==> src/rtl/i2c_rb_pkg.sv <==
package i2c_rb_pkg;

  typedef enum logic [2:0] {
    ST_IDLE,
    ST_ADDR,
    ST_PTR,
    ST_WDATA,
    ST_RDATA,
    ST_SKIP
  } i2c_st_e;

  // pointer step: last register wraps to 0, out-of-range values count mod 256
  function automatic logic [7:0] ptr_step(input logic [7:0] p, input int nreg);
    return (int'(p) == nreg - 1) ? 8'd0 : p + 8'd1;
  endfunction

endpackage

==> src/rtl/i2c_rb_sync.sv <==
module i2c_rb_sync #(
  parameter int NLINES = 2,
  parameter int STAGES = 2
) (
  input  logic              clk_i,
  input  logic              rst_ni,
  input  logic [NLINES-1:0] d_i,
  output logic [NLINES-1:0] q_o,
  output logic [NLINES-1:0] prev_o
);

  for (genvar g = 0; g < NLINES; g++) begin : g_line
    logic [STAGES-1:0] pipe_q;
    logic              prev_q;

    always_ff @(posedge clk_i or negedge rst_ni) begin
      if (!rst_ni) begin
        pipe_q <= '1;
        prev_q <= 1'b1;
      end else begin
        pipe_q <= {pipe_q[STAGES-2:0], d_i[g]};
        prev_q <= pipe_q[STAGES-1];
      end
    end

    assign q_o[g]    = pipe_q[STAGES-1];
    assign prev_o[g] = prev_q;
  end

endmodule

==> src/rtl/i2c_rb_bank.sv <==
module i2c_rb_bank #(
  parameter int NREG = 16,
  parameter int IW   = 4
) (
  input  logic              clk_i,
  input  logic              rst_ni,
  input  logic              we_i,
  input  logic [IW-1:0]     widx_i,
  input  logic [7:0]        wdata_i,
  input  logic [7:0]        rptr_i,
  output logic [7:0]        rdata_o,
  output logic [NREG*8-1:0] regs_o
);

  logic [7:0] mem_q [NREG];

  always_ff @(posedge clk_i or negedge rst_ni) begin
    if (!rst_ni) begin
      for (int i = 0; i < NREG; i++) mem_q[i] <= 8'h00;
    end else if (we_i) begin
      mem_q[widx_i] <= wdata_i;
    end
  end

  // out-of-range reads return the released-bus value
  assign rdata_o = (int'(rptr_i) < NREG) ? mem_q[rptr_i[IW-1:0]] : 8'hFF;

  for (genvar g = 0; g < NREG; g++) begin : g_out
    assign regs_o[g*8 +: 8] = mem_q[g];
  end

endmodule

==> src/rtl/i2c_rb_fsm.sv <==
module i2c_rb_fsm
  import i2c_rb_pkg::*;
#(
  parameter int         NREG   = 16,
  parameter int         IW     = 4,
  parameter logic [5:0] PREFIX = 6'b110000
) (
  input  logic          clk_i,
  input  logic          rst_ni,
  input  logic          scl_q_i,
  input  logic          scl_p_i,
  input  logic          sda_q_i,
  input  logic          sda_p_i,
  input  logic          strap_i,
  input  logic [7:0]    rdata_i,
  output logic [7:0]    rptr_o,
  output logic          sda_oe_o,
  output logic          wr_stb_o,
  output logic [IW-1:0] wr_idx_o,
  output logic [7:0]    wr_data_o
);

  logic start_c, stop_c, scl_rise, scl_fall;
  assign start_c  = scl_q_i & scl_p_i & sda_p_i & ~sda_q_i;
  assign stop_c   = scl_q_i & scl_p_i & ~sda_p_i & sda_q_i;
  assign scl_rise = scl_q_i & ~scl_p_i;
  assign scl_fall = ~scl_q_i & scl_p_i;

  i2c_st_e       st_q;
  logic [3:0]    cnt_q;  // SCL rises seen in current byte, 0..9
  logic [7:0]    sh_q, tx_q, ptr_q, wd_q;
  logic          rw_q, nack_q, oe_q, stb_q;
  logic [IW-1:0] idx_q;

  logic in_range, addr_hit, active;
  assign in_range = int'(ptr_q) < NREG;
  assign addr_hit = sh_q[7:1] == {PREFIX, strap_i};
  assign active   = st_q inside {ST_ADDR, ST_PTR, ST_WDATA, ST_RDATA};

  always_ff @(posedge clk_i or negedge rst_ni) begin
    if (!rst_ni) begin
      st_q   <= ST_IDLE;
      cnt_q  <= '0;
      sh_q   <= '0;
      tx_q   <= '0;
      ptr_q  <= '0;
      wd_q   <= '0;
      rw_q   <= 1'b0;
      nack_q <= 1'b0;
      oe_q   <= 1'b0;
      stb_q  <= 1'b0;
      idx_q  <= '0;
    end else begin
      stb_q <= 1'b0;
      if (start_c) begin
        st_q  <= ST_ADDR;
        cnt_q <= '0;
        oe_q  <= 1'b0;
      end else if (stop_c) begin
        st_q  <= ST_IDLE;
        cnt_q <= '0;
        oe_q  <= 1'b0;
      end else if (active) begin
        if (scl_rise) begin
          if (cnt_q < 4'd8) sh_q <= {sh_q[6:0], sda_q_i};
          else              nack_q <= sda_q_i;
          if (cnt_q < 4'd9) cnt_q <= cnt_q + 4'd1;
        end else if (scl_fall) begin
          if (cnt_q == 4'd8) begin
            // acknowledge slot begins
            case (st_q)
              ST_ADDR: begin
                if (addr_hit) begin
                  oe_q <= 1'b1;
                  rw_q <= sh_q[0];
                end else begin
                  oe_q <= 1'b0;
                  st_q <= ST_SKIP;
                end
              end
              ST_PTR: begin
                oe_q  <= 1'b1;
                ptr_q <= sh_q;
              end
              ST_WDATA: begin
                oe_q <= 1'b1;
                if (in_range) begin
                  stb_q <= 1'b1;
                  idx_q <= ptr_q[IW-1:0];
                  wd_q  <= sh_q;
                end
                ptr_q <= ptr_step(ptr_q, NREG);
              end
              ST_RDATA: begin
                oe_q  <= 1'b0;
                ptr_q <= ptr_step(ptr_q, NREG);
              end
              default: oe_q <= 1'b0;
            endcase
          end else if (cnt_q == 4'd9) begin
            // acknowledge slot ends
            cnt_q <= '0;
            case (st_q)
              ST_ADDR: begin
                if (rw_q) begin
                  st_q <= ST_RDATA;
                  tx_q <= rdata_i;
                  oe_q <= ~rdata_i[7];
                end else begin
                  st_q <= ST_PTR;
                  oe_q <= 1'b0;
                end
              end
              ST_PTR: begin
                st_q <= ST_WDATA;
                oe_q <= 1'b0;
              end
              ST_RDATA: begin
                if (nack_q) begin
                  st_q <= ST_SKIP;
                  oe_q <= 1'b0;
                end else begin
                  tx_q <= rdata_i;
                  oe_q <= ~rdata_i[7];
                end
              end
              default: oe_q <= 1'b0;
            endcase
          end else if (st_q == ST_RDATA && cnt_q != 4'd0) begin
            oe_q <= ~tx_q[3'd7 - cnt_q[2:0]];
          end
        end
      end
    end
  end

  assign rptr_o    = ptr_q;
  assign sda_oe_o  = oe_q;
  assign wr_stb_o  = stb_q;
  assign wr_idx_o  = idx_q;
  assign wr_data_o = wd_q;

endmodule

==> src/rtl/i2c_regbank_slave.sv <==
module i2c_regbank_slave #(
  parameter int         NREG   = 16,
  parameter logic [5:0] PREFIX = 6'b110000,
  parameter int         SYNC   = 2,
  localparam int        IW     = $clog2(NREG)
) (
  input  logic              clk_i,
  input  logic              rst_ni,
  input  logic              scl_i,
  input  logic              sda_i,
  input  logic              addr_strap_i,
  output logic              sda_oe_o,
  output logic [NREG*8-1:0] regs_o,
  output logic              wr_stb_o,
  output logic [IW-1:0]     wr_idx_o,
  output logic [7:0]        wr_data_o
);

  logic [1:0] ln_q, ln_p;
  logic       scl_q, sda_q;
  logic [7:0] rptr, rdata;

  i2c_rb_sync #(.NLINES(2), .STAGES(SYNC)) u_sync (
    .clk_i  (clk_i),
    .rst_ni (rst_ni),
    .d_i    ({scl_i, sda_i}),
    .q_o    (ln_q),
    .prev_o (ln_p)
  );

  assign scl_q = ln_q[1];
  assign sda_q = ln_q[0];

  i2c_rb_fsm #(.NREG(NREG), .IW(IW), .PREFIX(PREFIX)) u_fsm (
    .clk_i     (clk_i),
    .rst_ni    (rst_ni),
    .scl_q_i   (scl_q),
    .scl_p_i   (ln_p[1]),
    .sda_q_i   (sda_q),
    .sda_p_i   (ln_p[0]),
    .strap_i   (addr_strap_i),
    .rdata_i   (rdata),
    .rptr_o    (rptr),
    .sda_oe_o  (sda_oe_o),
    .wr_stb_o  (wr_stb_o),
    .wr_idx_o  (wr_idx_o),
    .wr_data_o (wr_data_o)
  );

  i2c_rb_bank #(.NREG(NREG), .IW(IW)) u_bank (
    .clk_i   (clk_i),
    .rst_ni  (rst_ni),
    .we_i    (wr_stb_o),
    .widx_i  (wr_idx_o),
    .wdata_i (wr_data_o),
    .rptr_i  (rptr),
    .rdata_o (rdata),
    .regs_o  (regs_o)
  );

endmodule

==> config.mk <==
export PLATFORM = sky130hd
export DESIGN_NAME = i2c_regbank_slave
export DESIGN_NICKNAME = d
export VERILOG_FILES = /design/src/rtl/i2c_rb_pkg.sv /design/src/rtl/i2c_rb_sync.sv /design/src/rtl/i2c_rb_bank.sv /design/src/rtl/i2c_rb_fsm.sv /design/src/rtl/i2c_regbank_slave.sv
export SDC_FILE = /design/constraint.sdc
export NUM_CORES = 1
export LEC_CHECK = 0
export ABC_CLOCK_PERIOD_IN_PS = 2700
export BUFFER_PORTS_ARGS = -buffer_cell sky130_fd_sc_hd__buf_2
export CORE_MARGIN = 2
export CORE_UTILIZATION = 30
export DETAILED_ROUTE_END_ITERATION = 6
export GPL_TIMING_DRIVEN = 0
export HOLD_SLACK_MARGIN = 0.03
export PLACE_DENSITY = 0.59
export SYNTH_ARGS = -nofsm -noshare
export SYNTH_HDL_FRONTEND = slang
export SYNTH_SLANG_ARGS = --single-unit
==> constraint.sdc <==
create_clock -name clk_i -period 2.7 [get_ports clk_i]
set_clock_uncertainty 0.05 [all_clocks]
set_input_delay 0.27 -clock clk_i [delete_from_list [all_inputs] [get_ports clk_i]]
set_output_delay 0.27 -clock clk_i [all_outputs]
set_load 0.03 [all_outputs]
* After elaboration in Yosys (flattened, before gate mapping)
Cells that the tools add are included.
Cells by class: add/sub/neg operators 3, magnitude comparators 7, equality and inequality tests 16, multiplexer cells 55, bitwise gates (word level) 20, reduce and logical (&&, ||, !) cells 24
Operator list (count):
- $bwmux 128 | 1
- $mux 8 | 7
- $mux 3 | 11
- $bmux 8 s4 | 1
- $demux 8 s4 | 1
- $mux 4 | 8
- $pmux 8 s2 | 2
- $reduce_and 8->1 | 3
- $mux 1 | 20
- $reduce_bool 4->1 | 5
- $reduce_and 5->1 | 3
- $not 1->1 | 11
- $ge 5x5->1 const B | 2
- $not 4->5 | 2
- $reduce_and 10->1 | 1
- $reduce_bool 5->1 | 2
- $pmux 3 s3 | 1
- $add 8x1->8 const B | 1
- $eq 4x4->1 const B | 2
- $eq 8x5->1 const B | 1
- $lt 4x4->1 const B | 2
- $lt 8x5->1 const B | 1
- $ne 4x1->1 const B | 2
- $ne 4x2->1 const B | 2
- 21 further kinds | 33
Word-level totals: register bits 181, input bits 5, output and inout port bits 142

* Longest topological paths before layout
depth after elaboration 15, depth in mapped cells 8

* By module
From an unflattened synthesis, not the netlist that was laid out.
Second synthesis, totals: cells, all modules 669, area total of the unflattened synthesis 8877.3 um^2
By module, submodules not included:
- i2c_rb_bank | instances 1, cells each 412, area an instance 6074.6 um^2, sequential area each 3203.1 um^2
- i2c_rb_fsm | instances 1, cells each 247, area an instance 2615.0 um^2, sequential area each 1176.1 um^2
- i2c_rb_sync | instances 1, cells each 10, area an instance 187.7 um^2, sequential area each 157.7 um^2

* Least setup slack after synthesis
Ideal clock, no wire load.
kind register to register, start point register u_sync.g_line[1].prev_q, end point register u_fsm.wd_q[0] (netlist: u_fsm.wr_data_o[0]), library setup time 125 ps, arrival 2103 ps, required time 2525 ps, setup slack 422 ps, cell stages (with the launch flop) 8, path buffers 1, period minus slack after synthesis 2278 ps, path through dfstp_2 -> inv_1 -> ha_1 -> nand4b_2 -> or3_1 -> nand3b_4 -> buf_6 -> mux2_4
Between the ends: word-level cells in the longest chain between the ends 5, elaborated cells between the ends (all ways) 12, those cells by class 11 x bitwise; 1 x reduce/logical
RTL lines:
- from (decl) | line i2c_rb_sync.sv:14 | logic prev_q;
- from (signal assigned) | line i2c_rb_sync.sv:22 | prev_q <= pipe_q[STAGES-1];
- $and 1x1->1 | line i2c_rb_fsm.sv:24, i2c_rb_fsm.sv:25
- $and 1x1->1, on equally long branches (2 in series) | line i2c_rb_fsm.sv:24, i2c_rb_fsm.sv:25
- $not 1->1 (no source line)
- $reduce_and 8->1 (no source line) *
- to (signal assigned) | line i2c_rb_fsm.sv:90 | wd_q <= sh_q;
- to (decl) | line i2c_rb_fsm.sv:31 | logic [7:0] sh_q, tx_q, ptr_q, wd_q;
Mark *: on every way between the ends. The rest lies on a longest branch, timed or not. A chain may end at the register's enable or synchronous reset.

* Final worst setup path
start point register u_fsm.ptr_q[1] (netlist: u_fsm.rptr_o[1]), end point register u_fsm.tx_q[1]
Between the ends: word-level cells in the longest chain between the ends 7, elaborated cells between the ends (all ways) 9, those cells by class 1 x order compare; 7 x mux; 1 x bitwise
RTL lines:
- from (decl) | line i2c_rb_fsm.sv:31
- from (signal assigned) | line i2c_rb_fsm.sv:83 | ptr_q <= sh_q;
- from (signal assigned) | line i2c_rb_fsm.sv:92 | ptr_q <= ptr_step(ptr_q, NREG);
- from (signal assigned) | line i2c_rb_fsm.sv:96 | ptr_q <= ptr_step(ptr_q, NREG);
- $not 4->5 (implied by the code) | line i2c_rb_bank.sv:26 | assign rdata_o = (int'(rptr_i) < NREG) ? mem_q[rptr_i[IW-1:0]] : 8'hFF;
- $bmux 8 s4 | line i2c_rb_bank.sv:26
- $mux 8 (implied by the code) (2 in series) | line i2c_rb_bank.sv:26
- $mux 8 * | line i2c_rb_bank.sv:26
- $mux 8, on equally long branches | line i2c_rb_fsm.sv:119, i2c_rb_fsm.sv:105
- $pmux 8 s2 * | line i2c_rb_fsm.sv:103 | case (st_q)
- to (signal assigned) | line i2c_rb_fsm.sv:107 | tx_q <= rdata_i;
- to (signal assigned) | line i2c_rb_fsm.sv:123 | tx_q <= rdata_i;
- to (decl) | line i2c_rb_fsm.sv:31
Mark *: on every way between the ends. The rest lies on a longest branch, timed or not. The select of a mux whose other input is x is not followed.

==> results.tsv <==
metric	value	unit
rsz0062_at_grt	false	
ys_seq_area_share	52.57	%
worst_slew_pin_slew	1537	ps
end_kind	flop	
grt_pass1_wl	40050	um
grt_use_met2	26.90	%
grt_pass1_vias	6302	
grt_max_degree	103	
final_nets	829	
finalInstanceArea	10520	um^2
ir_worst_vdd	0.3770	mV
io_pins	147	
p_per_area	564.0	nW/um^2
fillers	2887	
cts_tree	done	
place_hpwl	18790	um
core-area	28550	um^2
yosys-top-cells-area	dfrtp_1, mux2_2, mux4_2	
antenna_cells	0	
detail_route.wl_per_cell	21.87	um
fin_setup_tns	0	ps
syn-num-nets	659	
synthFlopType	dfrtp_1	
post-cts-setup-buffers	0	
drt-pass1-iter-count	5	
synth_top_cell_area_share	50.75	%
r2r_slack	150	ps
yosys.area.top_type	dfrtp_1	
die_x	173.6	um
grt_use_met3	4.978	%
instances_no_fill	1214	
drt_iter0_markers	485	
antenna_found_initial	0	
endpoint	u_fsm.tx_q[1]$_DFFE_PN0P_	
max_freq	0.3922	GHz
crit_path_start	u_fsm.rptr_o[1]$_DFFE_PN0P_	
cap_violations	1	
cp.required	2970	ps
rows	62	
place_congestion	0.8409	
synthArstFlopShare	100.0	%
placed_area	9878	um^2
area_growth	21.85	%
path_class	reg -> reg	
syn_inst	647	
port_buffers	146	
hold_slack	310.3	ps
drt-total-wl	26560	um
status	finished with violations	
synth.distinct_cells	61	
violations	max-capacitance violations, max-slew violations	
dp_cells	1178	
clock-root-buffer	clkbuf_16	
rr_startpoint	u_fsm.rptr_o[1]$_DFFE_PN0P_	
path_max_fanout	10	
p_leak	0.005186	uW
clockBufferDepth	2	
final_util	36.83	%
yosysMostFrequentCell	dfrtp_1	
slew_headroom	-2.846	%
fin_crit_sh	94.44	%
synthTopCellsByCount	dfrtp_1, mux2_2, mux2i_1, o21ai_0	
cts-htree-levels	4	
cts_num_sinks	181	
period_minus_slack	2550	ps
crit-reg2reg-capture	u_fsm.tx_q[1]$_DFFE_PN0P_	
grtUsageMet1	24.53	%
initial_core_util	30.23	%
r2r_cells	7	
synth_edf_count	0	
viasPerCell	5.105	
setup_viol	0	
cts_buffers	17	
busiest_layer	met2	
clk_pin_slew_worst_paths	70	ps
synth_warnings	0	
synth-seq-cells	181	
synth_area	8630	um^2
cp.arrival	2820	ps
drive_gt1_share	46.02	%
hold_viol	0	
holdCritPathClass	reg -> reg	
final-max-slew-violation-count	9	
syn_area_per_cell	13.34	um^2
drc	0	
num_vias	6198	
clkLatencyLatePin	430	ps
ant_nets	0	
cp-start-kind	flop	
die_y	173.6	um
die_area	30140	um^2
groute.usage.overall	17.74	%
grt_overflow	0	
==> worst min path at each step <==
stage	startpoint	endpoint	cells past startpoint
2_1_floorplan	rst_ni	u_bank.regs_o[0]$_DFFE_PN0P_	0
3_3_place_gp	u_sync.g_line[0].pipe_q[0]$_DFF_PN1_	u_sync.g_line[0].pipe_q[1]$_DFF_PN1_	0
3_5_place_dp	rst_ni	u_fsm.cnt_q[3]$_DFFE_PN0P_	1
4_1_cts	u_sync.g_line[0].pipe_q[0]$_DFF_PN1_	u_sync.g_line[0].pipe_q[1]$_DFF_PN1_	0
5_1_grt	u_sync.g_line[0].pipe_q[0]$_DFF_PN1_	u_sync.g_line[0].pipe_q[1]$_DFF_PN1_	0
6_report	u_sync.g_line[0].pipe_q[0]$_DFF_PN1_	u_sync.g_line[0].pipe_q[1]$_DFF_PN1_	0
==> layout by cell type, fill, tap and decap left out, drive strengths merged, types with 8 or more instances in the layout <==
cell	Yosys	layout
nand2b	16	16
dfrtp	175	175
o21ai	28	28
mux4	18	18
nor3	10	10
a21oi	14	14
mux2i	34	34
mux2	154	154
inv	7	13
buf	13	161
a221oi	12	12
nor2	24	24
nand2	21	21
clkbuf	23	43
a22oi	8	8
==> through the flow <==
step | worst slack, ps | total power [uW]
2_1_floorplan | 421.9 | 3264
3_3_place_gp | -1834 | 3441
3_5_place_dp | -335.1 | 3450
4_1_cts | 143.3 | 5973
5_1_grt | 26.39 | 6159
6_report | 150.0 | 5931
==> cells by family after synthesis <==
family | count (synthesis) | synth area share (%)
AO/OA/AOI/OAI | 85 | 6.684
AND/OR/NAND/NOR | 121 | 8.076
flip-flops | 181 | 52.57
adder cells (fa/ha/maj) | 7 | 1.015
multiplexers | 206 | 29.13
XOR/XNOR | 3 | 0.3045
buffers and inverters | 44 | 2.218
==> worst max-delay path: stages (launching register included) <==
cell      delay, ps
dfrtp_1         520
and2_1          170
clkbuf_1        420
buf_1           570
a221oi_1        220
o21ai_0         200
nand2_1         110
o22a_1          170
==> routing by layer <==
layer / part of all wire [%] / up-vias / wire length, um
li1: - / 2754 / -
met1: 46 / 3215 / 12140
met2: 45 / 201 / 11900
met3: 7.5 / 28 / 1992
met4: 2.0 / 0 / 527
met5: 0 / - / 0
==> power by group <==
part           switching [uW]  internal (uW)
Combinational             292            196
Clock                    1170           1360
Sequential                124           2790
==> cell type report <==
cell class / count / area [um^2] / area share, %
sequential: 181 / 4537 / 43.15
multi-input combinational: 422 / 3901 / 37.10
timing repair buffer: 151 / 809.5 / 7.699
tap: 384 / 480.5 / 4.569
clock buffer: 20 / 456.7 / 4.343
buffer: 36 / 163.9 / 1.559
clock inverter: 12 / 136.4 / 1.297
inverter: 8 / 30.03 / 0.2856
==> what timing repair did <==
item | in CTS | in global routing
setup endpoints to repair | 7 | 0
resized for setup | 2 | 0
hold buffers | 3 | 0
hold endpoints to repair | 77 | 0
==> flip-flops by register name, summed over array words and instances, names as in the netlist <==
| register | count |
|---|---|
| u_bank.regs_o | 128 |
| u_fsm.rptr_o | 8 |
| u_fsm.sh_q | 8 |
| u_fsm.tx_q | 8 |
| u_fsm.wr_data_o | 8 |
| u_fsm.cnt_q | 4 |
| u_fsm.wr_idx_o | 4 |
| u_sync.g_line.pipe_q | 4 |
| u_fsm.st_q | 3 |
| u_sync.g_line.prev_q | 2 |
| u_fsm.nack_q | 1 |
| u_fsm.rw_q | 1 |
| u_fsm.sda_oe_o | 1 |
| u_fsm.wr_stb_o | 1 |
(Power assumes the default switching activity.)
